### src/rtl/dtm_pkg.sv
package dtm_pkg;
    localparam int DTM_CNT_W = 8;

    typedef enum logic [1:0] {
        ST_DARK = 2'd0,
        ST_PASS = 2'd1,
        ST_AND  = 2'd2,
        ST_OR   = 2'd3
    } dtm_state_e;
endpackage

### src/rtl/dtm_pwm_chan.sv
module dtm_pwm_chan #(
    parameter int CNT_W = dtm_pkg::DTM_CNT_W
) (
    input  logic             clk,
    input  logic             rst_n,
    input  logic [CNT_W-1:0] top_i,
    input  logic [CNT_W-1:0] cmp_i,
    output logic             oc_o
);
    localparam logic [CNT_W-1:0] BOTTOM = '0;

    logic [CNT_W-1:0] cnt_q;

    always_ff @(posedge clk or negedge rst_n) begin
        if (!rst_n) begin
            cnt_q <= BOTTOM;
        end else if (cnt_q >= top_i) begin
            cnt_q <= BOTTOM;
        end else begin
            cnt_q <= cnt_q + 1'b1;
        end
    end

    // compare match clears, bottom sets; a match at bottom wins
    always_ff @(posedge clk or negedge rst_n) begin
        if (!rst_n) begin
            oc_o <= 1'b0;
        end else if (cnt_q == cmp_i) begin
            oc_o <= 1'b0;
        end else if (cnt_q == BOTTOM) begin
            oc_o <= 1'b1;
        end
    end
endmodule

### src/rtl/dtm_ctc_carrier.sv
module dtm_ctc_carrier #(
    parameter int CNT_W = dtm_pkg::DTM_CNT_W
) (
    input  logic             clk,
    input  logic             rst_n,
    input  logic [CNT_W-1:0] cmp_i,
    output logic             oc_o
);
    logic [CNT_W-1:0] cnt_q;
    logic             hit;

    assign hit = (cnt_q >= cmp_i);

    always_ff @(posedge clk or negedge rst_n) begin
        if (!rst_n) begin
            cnt_q <= '0;
            oc_o  <= 1'b0;
        end else begin
            cnt_q <= hit ? '0 : cnt_q + 1'b1;
            if (hit) begin
                oc_o <= ~oc_o;
            end
        end
    end
endmodule

### src/rtl/dtm_pin_fsm.sv
module dtm_pin_fsm
    import dtm_pkg::*;
(
    input  logic clk,
    input  logic rst_n,
    input  logic en_i,
    input  logic sel_i,
    input  logic dir_i,
    input  logic mod_i,
    input  logic car_i,
    output logic pin_o,
    output logic oe_o
);
    dtm_state_e state_q;
    dtm_state_e state_nx;

    always_comb begin
        if (!dir_i) begin
            state_nx = ST_DARK;
        end else if (!en_i) begin
            state_nx = ST_PASS;
        end else if (sel_i) begin
            state_nx = ST_OR;
        end else begin
            state_nx = ST_AND;
        end
    end

    always_ff @(posedge clk or negedge rst_n) begin
        if (!rst_n) begin
            state_q <= ST_DARK;
        end else begin
            state_q <= state_nx;
        end
    end

    always_ff @(posedge clk or negedge rst_n) begin
        if (!rst_n) begin
            pin_o <= 1'b0;
        end else begin
            unique case (state_nx)
                ST_DARK: pin_o <= 1'b0;
                ST_PASS: pin_o <= mod_i;
                ST_AND:  pin_o <= mod_i & car_i;
                ST_OR:   pin_o <= mod_i | car_i;
                default: pin_o <= 1'b0;
            endcase
        end
    end

    assign oe_o = (state_q != ST_DARK);
endmodule

### src/rtl/dual_timer_modulator.sv
module dual_timer_modulator #(
    parameter int CNT_W = dtm_pkg::DTM_CNT_W
) (
    input  logic             clk,
    input  logic             rst_n,
    input  logic             mod_en,
    input  logic             port_sel,
    input  logic             dir_en,
    input  logic [CNT_W-1:0] pwm_top,
    input  logic [CNT_W-1:0] pwm_cmp,
    input  logic [CNT_W-1:0] car_cmp,
    output logic             pin_o,
    output logic             pin_oe
);
    logic pwm_oc;
    logic car_oc;

    dtm_pwm_chan #(.CNT_W(CNT_W)) u_pwm (
        .clk   (clk),
        .rst_n (rst_n),
        .top_i (pwm_top),
        .cmp_i (pwm_cmp),
        .oc_o  (pwm_oc)
    );

    dtm_ctc_carrier #(.CNT_W(CNT_W)) u_car (
        .clk   (clk),
        .rst_n (rst_n),
        .cmp_i (car_cmp),
        .oc_o  (car_oc)
    );

    dtm_pin_fsm u_fsm (
        .clk   (clk),
        .rst_n (rst_n),
        .en_i  (mod_en),
        .sel_i (port_sel),
        .dir_i (dir_en),
        .mod_i (pwm_oc),
        .car_i (car_oc),
        .pin_o (pin_o),
        .oe_o  (pin_oe)
    );
endmodule

### config.mk
export PLATFORM = sky130hd
export DESIGN_NAME = dual_timer_modulator
export DESIGN_NICKNAME = d
export VERILOG_FILES = /design/src/rtl/dtm_pkg.sv /design/src/rtl/dtm_pwm_chan.sv /design/src/rtl/dtm_ctc_carrier.sv /design/src/rtl/dtm_pin_fsm.sv /design/src/rtl/dual_timer_modulator.sv
export SDC_FILE = /design/constraint.sdc
export NUM_CORES = 1
export LEC_CHECK = 0
export ABC_CLOCK_PERIOD_IN_PS = 3100
export BUFFER_PORTS_ARGS = -buffer_cell sky130_fd_sc_hd__buf_2
export CORE_MARGIN = 4
export CORE_UTILIZATION = 58
export CTS_CLUSTER_SIZE = 10
export DETAILED_ROUTE_END_ITERATION = 8
export PLACE_DENSITY = 0.84
export SLEW_MARGIN = 10
export SYNTH_ARGS = -nofsm -noshare
export SYNTH_HDL_FRONTEND = slang
export SYNTH_HIERARCHICAL = 1
export SYNTH_SLANG_ARGS = --single-unit
### constraint.sdc
create_clock -name clk -period 3.1 [get_ports clk]
set_input_delay 0 -clock clk [delete_from_list [all_inputs] [get_ports clk]]
set_output_delay 0 -clock clk [all_outputs]
set_load 0.005 [all_outputs]
==> results of run 1 <==
[cell usage in the layout, fill, tap and decap left out, types with 3 or more instances in the layout]
master	instances
sky130_fd_sc_hd__a21oi_1	4
sky130_fd_sc_hd__xor2_1	17
sky130_fd_sc_hd__inv_1	21
sky130_fd_sc_hd__clkbuf_4	3
sky130_fd_sc_hd__a21o_1	3
sky130_fd_sc_hd__dfrtp_1	21
sky130_fd_sc_hd__xnor2_1	4
sky130_fd_sc_hd__dlygate4sd3_1	4
sky130_fd_sc_hd__buf_2	30
sky130_fd_sc_hd__ha_1	19
sky130_fd_sc_hd__nand3_1	9
sky130_fd_sc_hd__and3_1	5
sky130_fd_sc_hd__nor2_1	16
[state kept, by name, indices dropped and copies added (netlist names)]
register       flops
u_car/cnt_q        8
u_fsm/pin_o        1
u_fsm/state_q      2
u_pwm/cnt_q        8
u_car/oc_o         1
u_pwm/oc_o         1
[logic make-up after synthesis]
family,count (synthesis),share of synthesized area
simple gates,42,0.160
xor+xnor,21,0.129
buf+inv,21,0.0554
flops,21,0.369
fa+ha+maj,19,0.167
compound gates,17,0.120
[layer usage]
layer / global-route usage / part of all wire / up-vias
li1: - / - / 547
met1: 0.217 / 0.43 / 497
met2: 0.318 / 0.51 / 25
met3: 0.0204 / 0.047 / 2
met4: 0.0530 / 0.0081 / 0
met5: 0 / 0 / -
[layout make-up]
cell class / instances / share of cell area
flip-flops and latches: 21 / 0.313
well taps: 28 / 0.0209
repair buffers: 34 / 0.113
clock buffers: 3 / 0.0134
multi-input cells: 99 / 0.489
clock inverters: 1 / 0.00299
inverters: 21 / 0.0470
[synth_stat cells]
cell type / n / area [um^2]
sky130_fd_sc_hd__inv_1: 21 / 78.8
sky130_fd_sc_hd__nand3_1: 9 / 45.0
sky130_fd_sc_hd__a21boi_0: 1 / 7.51
sky130_fd_sc_hd__nand2b_4: 1 / 13.8
sky130_fd_sc_hd__o311ai_4: 1 / 26.3
sky130_fd_sc_hd__a21o_1: 3 / 22.5
sky130_fd_sc_hd__nor2b_4: 1 / 13.8
sky130_fd_sc_hd__nand2b_1: 1 / 6.26
sky130_fd_sc_hd__nor3_1: 1 / 5.00
sky130_fd_sc_hd__a32o_1: 1 / 10.0
sky130_fd_sc_hd__a221oi_2: 1 / 15.0
sky130_fd_sc_hd__a2111oi_4: 1 / 27.5
sky130_fd_sc_hd__o211ai_1: 1 / 7.51
sky130_fd_sc_hd__nor4b_1: 1 / 8.76
sky130_fd_sc_hd__nor4_1: 2 / 12.5
sky130_fd_sc_hd__a21oi_1: 4 / 20.0
sky130_fd_sc_hd__o21ai_2: 2 / 17.5
sky130_fd_sc_hd__and2_1: 2 / 12.5
sky130_fd_sc_hd__or2_2: 1 / 6.26
sky130_fd_sc_hd__xor2_1: 17 / 149
sky130_fd_sc_hd__a21oi_2: 1 / 8.76
sky130_fd_sc_hd__nand4_1: 1 / 6.26
sky130_fd_sc_hd__nor2_1: 16 / 60.1
sky130_fd_sc_hd__dfrtp_1: 21 / 526
sky130_fd_sc_hd__o21a_1: 1 / 7.51
sky130_fd_sc_hd__ha_1: 19 / 238
sky130_fd_sc_hd__and3_1: 5 / 31.3
sky130_fd_sc_hd__xnor2_1: 4 / 35.0
sky130_fd_sc_hd__nand2_2: 1 / 6.26
[final timing paths]
| kind | startpoint | end | slack [ns] | depth (start not counted) |
|---|---|---|---|---|
| worst min-delay path | port_sel | u_fsm/pin_o | 0.08 | 3 |
| max in group asynchronous | rst_n | u_car/cnt_q[4] | 2.63 | 2 |
| worst max-delay path | u_pwm/cnt_q[0] | u_pwm/cnt_q[2] | 1.39 | 6 |
| min in group asynchronous | rst_n | u_pwm/cnt_q[4] | 0.17 | 2 |
| worst max register to register | u_pwm/cnt_q[0] | u_pwm/cnt_q[2] | 1.39 | 6 |
| worst min register to register | u_car/oc_o | u_car/oc_o | 0.53 | 1 |
[critical path, stage by stage, from the launching register on]
cell and delay [ns]:
sky130_fd_sc_hd__dfrtp_1 0.44, sky130_fd_sc_hd__inv_1 0.09, sky130_fd_sc_hd__ha_1 0.28, sky130_fd_sc_hd__nand2b_4 0.15, sky130_fd_sc_hd__a2111oi_4 0.35, sky130_fd_sc_hd__o21ai_2 0.18, sky130_fd_sc_hd__nor2_1 0.15
[power groups by stage]
stage	combinational [W]	clock [W]	sequential, W
2_1_floorplan	0.000435	0	0.000479
3_3_place_gp	0.000505	0	0.000510
3_5_place_dp	0.000540	0	0.000519
4_1_cts	0.000549	0.000132	0.000514
5_1_grt	0.000630	0.000146	0.000534
6_report	0.000539	0.000127	0.000515
[stage by stage]
stage | instances | total power (W) | instance area, um^2 | utilization
after global routing | 207 | 0.00131 | 1680 | 0.737
after floorplan | 141 | 0.000914 | 1420 | -
after global placement | 199 | 0.00102 | 1610 | 0.707
after CTS | 207 | 0.00119 | 1680 | 0.737
after detailed placement | 199 | 0.00106 | 1610 | 0.707
final | 207 | 0.00118 | 1680 | 0.737
==> metrics.md, run 1 <==
| Metric | Value |
|---|---|
| Rel. slew slack | `0.707` |
| Max-cap check violation count | `0` |
| Share of post-route cells with drive strength above 1 | `0.246` |
| Comb power frac | `0.456` |
| Peak supply drop | `0.000563 V` |
| Achievable clock frequency | `583 MHz` |
| Number of setup buffers added after CTS | `0` |
| Initial antenna violation count | `0` |
| Power Internal | `0.000696 W` |
| Area of the core | `0.00228 mm^2` |
| Aggregate global-route resource usage | `0.176` |
| Synthesis-to-layout area growth | `17.8%` |
| Count of fill cells added during filler insertion | `165` |
| Detail Placement HPWL | `2160 um` |
| Length of the first detailed-routing pass in iterations | `4` |
| Starting density of the core | `0.626` |
| Hold_buf cts | `4` |
| Seq. cell area | `526 um^2` |
| Count of antenna-violating nets left after detailed routing | `0` |
| Switching Power | `0.000486 W` |
| Post-synthesis area per instance | `10.1 um^2` |
| Worst skew pair latency | `0.30 ns` |
| Pins over their slew limit | `0` |
| Cell Pwr Density | `705 mW/mm^2` |
| Overflow left after global routing | `0` |
| Net count of the mapped netlist | `189` |
| WP data arrival | `1.94 ns` |
| Kind of critical path | `reg2reg` |
| Count of state elements after synthesis | `21` |
| Vias post-DR | `1071` |
| Die ar. | `0.00331 mm^2` |
| Clock power frac | `0.107` |
| CTS H-Tree Depth | `1` |
| Vias per cell | `5.17` |
| Die span in x | `57.5 um` |
| Routed len/inst | `12.6 um` |
| Global-route wire length before repair | `4690 um` |
| Required time of the critical path | `3.33 ns` |
| Number of antenna diodes | `0` |
| Worst setup timing slack at the placement stage | `1.40 ns` |
| Top fanout value on the critical path | `8` |
| Number of distinct library cells after synthesis | `29` |
| Part of the power in registers | `0.436` |
| Num CTS Buffers | `3` |
| Minimum setup slack in the final design | `1.39 ns` |
| Register area share after synthesis | `0.369` |
| Clock input transition at the sequential cells of the worst setup and hold paths | `0.12 ns` |
| Category of the worst setup path capture point | `flop` |
| Clock Tree Root | `sky130_fd_sc_hd__clkbuf_4` |
| RSZ-0062 raised after global routing | `no` |
| Number of rows created at floorplan | `17` |
| Final Cycle Share | `0.553` |
| Detailed-route wire length | `2600 um` |
| Type of element launching the critical path | `flop` |
| Post-Syn Area | `0.00142 mm^2` |
| Gpl congestion | `0.801` |
| DIE HEIGHT | `57.5 um` |
| Final worst path period need | `1.71 ns` |
| Boundary pin count | `31` |
| Largest clock skew in the final design | `0.00649 ns` |
| Final worst hold slack | `0.0789 ns` |
| Static leakage | `0.935 nW` |
| Residual DRC | `0` |
| Worst min path class | `in2reg` |
| Total number of nets in the final design | `228` |
| Number of global-route vias before repair | `1152` |
| Count of mapped cells out of synthesis | `141` |
| Ys Warns | `6` |
| Sinks on the clock net | `21` |
| Area of combinational cells with multiple inputs | `820 um^2` |
| Clk buf depth | `2` |
| Number of hold-slack violations in the final timing report | `0` |
| Tightest Pin Transition | `0.439 ns` |
| Run status | `finished, final reports clean` |
| Switching Fraction | `0.411` |
| Setup_tns | `0 ns` |
| Largest net degree at the start of global routing | `22` |
| Gates resized, CTS repair | `0` |
| Clock tree from TritonCTS | `built` |
| Final setup violation count | `0` |
| Port Buf Inserts | `30` |
| Iteration-0 DRC Markers | `8` |
No activity file was read; power rests on OpenSTA's default activity.
==> run 2, diff against run 1 <==
- ABC_CLOCK_PERIOD_IN_PS: 3100 -> 1700
- CORE_UTILIZATION: 58 -> 54
- PLACE_DENSITY: 0.84 -> 0.79
- clock period: 3.1 -> 1.7 ns (I/O delays scaled with it)
==> metrics.md, run 2 (synthesis gave the netlist of run 1 again) <==
| Metric | Value |
|---|---|
| Number of global-route vias before repair | `1161 (+0.78%)` |
| Post-route insts no fill | `218 (+5.3%)` |
| Die ar. | `0.00352 mm^2 (+6.4%)` |
| Category of the worst setup path capture point | `flop` |
| Number of hold-slack violations in the final timing report | `0 (unchanged)` |
| Clock input transition at the sequential cells of the worst setup and hold paths | `0.11 ns (about the same)` |
| Cell depth of the worst min-delay path | `3 (unchanged)` |
| Util after Layout | `0.709 (-0.0280)` |
| Detailed-route wire length | `2920 um (+12%)` |
| R2R Path Start | `u_car/cnt_q[6]` |
| Final Cycle Share | `0.964 (+0.411)` |
| Overflow left after global routing | `0 (unchanged)` |
| RSZ-0062 raised after global routing | `yes` |
| WP data arrival | `1.81 ns (-0.13 ns)` |
| Length of the first detailed-routing pass in iterations | `4 (unchanged)` |
| Required time of the critical path | `1.87 ns (-1.46 ns)` |
| Peak supply drop | `0.000985 V (+75%)` |
| Largest net degree at the start of global routing | `22 (unchanged)` |
| Final setup violation count | `0 (unchanged)` |
| Port Buf Inserts | `30 (unchanged)` |
| Global-route wire length before repair | `4560 um (-2.8%)` |
| End point of the most critical hold path | `u_fsm/pin_o` |
| Boundary pin count | `31 (unchanged)` |
| Max-cap check violation count | `0 (unchanged)` |
| DIE HEIGHT | `59.4 um (+3.1%)` |
| Total number of nets in the final design | `237 (+3.9%)` |
| Sum of internal, switching and leakage power | `0.00233 W (+97%)` |
| Leading cell type in the layout, fill and taps excluded | `sky130_fd_sc_hd__buf_2` |
| Clock tree from TritonCTS | `built` |
| Setup_tns | `0 ns (unchanged)` |
| Number of rows created at floorplan | `18 (+1)` |
| Achievable clock frequency | `610 MHz (+4.6%)` |
| Top fanout value on the critical path | `5 (-3)` |
| Registers with the most flip-flops | `u_car/cnt_q (8), u_pwm/cnt_q (8), u_fsm/state_q (2)` |
| Tightest Pin Transition | `0.461 ns (+0.0222 ns)` |
| Iteration-0 DRC Markers | `19 (+11)` |
| Sinks on the clock net | `21 (unchanged)` |
| Run status | `finished, final reports clean` |
| Count of fill cells added during filler insertion | `204 (+24%)` |
| Worst min path class | `in2reg` |
| Reg-to-Reg End | `u_car/oc_o` |
| Vias post-DR | `1125 (+5.0%)` |
| Num CTS Buffers | `3 (unchanged)` |
| Final worst path period need | `1.64 ns (-0.0753 ns)` |
| Detail Placement HPWL | `2320 um (+7.4%)` |
| CTS H-Tree Depth | `1 (unchanged)` |
| Cell Pwr Density | `1310 mW/mm^2 (+86%)` |
| Worst hold start | `port_sel` |
| Placed inst area | `0.00167 mm^2 (+3.9%)` |
| Share of post-route cells with drive strength above 1 | `0.293 (+0.0467)` |
| Rel. slew slack | `0.692 (-0.0148)` |
| Number of cells after detailed placement | `209 (+5.0%)` |
| Initial antenna violation count | `0 (unchanged)` |
| Starting density of the core | `0.570 (-0.0560)` |
| FF-to-FF setup slack | `0.06 ns (-1.32 ns)` |
| Static leakage | `0.980 nW (+4.8%)` |
| Die span in x | `59.4 um (+3.1%)` |
| Largest clock skew in the final design | `0.000970 ns (-0.00552 ns)` |
| Vias per cell | `5.16 (-0.26%)` |
| Area of the core | `0.00250 mm^2 (+9.8%)` |
| Number of antenna diodes | `0 (unchanged)` |
| Final instance area | `0.00177 mm^2 (+5.7%)` |
| Aggregate global-route resource usage | `0.169 (-0.00718)` |
| Worst skew pair latency | `0.29 ns (about the same)` |
| Type of element launching the critical path | `flop` |
| Highest-count cells in the layout ignoring fill and taps | `30 x sky130_fd_sc_hd__buf_2, 21 x sky130_fd_sc_hd__inv_1, 21 x sky130_fd_sc_hd__dfrtp_1` |
| Worst Reg-to-Reg Cells | `5 (-1)` |
| Synthesis-to-layout area growth | `24.4%` |
| Clock Tree Root | `sky130_fd_sc_hd__clkbuf_4` |
| Area of combinational cells with multiple inputs | `853 um^2 (+4.1%)` |
| Seq. cell area | `526 um^2 (unchanged)` |
| Gpl congestion | `0.847 (+5.7%)` |
| Kind of critical path | `reg2reg` |
| Pins over their slew limit | `0 (unchanged)` |
| Routed len/inst | `13.4 um (+6.7%)` |
| Residual DRC | `0 (unchanged)` |
| Count of antenna-violating nets left after detailed routing | `0 (unchanged)` |
| Clk buf depth | `2 (unchanged)` |
==> run 2: changes by cell type in the layout (fill, tap and decap cells not counted) <==
cell                       delta
sky130_fd_sc_hd__o21ai_2      -1
sky130_fd_sc_hd__buf_4        +8
sky130_fd_sc_hd__nor2_2       +1
sky130_fd_sc_hd__nor2_1       -1
sky130_fd_sc_hd__clkbuf_1     +1
sky130_fd_sc_hd__a21oi_1      -2
sky130_fd_sc_hd__a21oi_2      +2
sky130_fd_sc_hd__o21ai_4      +1
sky130_fd_sc_hd__o311ai_2     +1
sky130_fd_sc_hd__clkinv_2     -1
==> run 2: worst max-delay path by stage <==
stage / start / endpoint / slack [ns] / cells past startpoint
floorplan: u_car/cnt_q[2] / u_car/oc_o / 0.14 / 6
global placement: u_car/cnt_q[6] / u_car/oc_o / 0.1 / 5
detailed placement: u_car/cnt_q[2] / u_car/oc_o / 0.02 / 6
CTS: u_car/cnt_q[2] / u_car/oc_o / 0.0007 / 6
global route: u_pwm/cnt_q[7] / u_pwm/cnt_q[4] / -0.02 / 5
finish: u_car/cnt_q[6] / u_car/oc_o / 0.06 / 5
==> run 2: critical path, stage by stage, from the launching register on <==
cell,delay (ns)
sky130_fd_sc_hd__dfrtp_1,0.43
sky130_fd_sc_hd__ha_1,0.33
sky130_fd_sc_hd__a21o_1,0.19
sky130_fd_sc_hd__a21oi_2,0.22
sky130_fd_sc_hd__o311ai_4,0.18
sky130_fd_sc_hd__xor2_1,0.17
==> run 2: routing by layer <==
layer	part of all wire	track usage	vias up
met3	0.050	0.0196	2
met4	0.0034	0.0453	0
li1	-	-	570
met1	0.40	0.183	526
met2	0.55	0.335	27
met5	0	0	-
==> run 2: final cells by class <==
cell class / count / area share
Sequential cell: 21 / 0.297
Clock buffer: 4 / 0.0148
Multi-Input combinational cell: 100 / 0.482
Inverter: 21 / 0.0445
Timing Repair Buffer: 42 / 0.141
Tap cell: 30 / 0.0212
==> run 2: report_power, final <==
| part | internal [W] | switching, W |
|---|---|---|
| Sequential | 0.000684 | 0.000166 |
| Combinational | 0.000610 | 0.000638 |
| Clock | 0.0000912 | 0.000139 |
==> run 2: stage by stage <==
stage / hold slack (ns) / setup slack, ns
detailed placement: -0.0156 / 0.0159
finish: 0.0846 / 0.0605
floorplan: -0.296 / 0.135
global placement: -0.0253 / 0.0955
global route: 0.0847 / -0.0241
CTS: 0.0694 / 0.000698
==> run 2: timing repair <==
item | CTS | global route
setup endpoints to repair | 0 | 16
hold endpoints to repair | 24 | 0
resized for setup | 0 | 4
hold buffers | 4 | 0
buffers inserted | 0 | 0
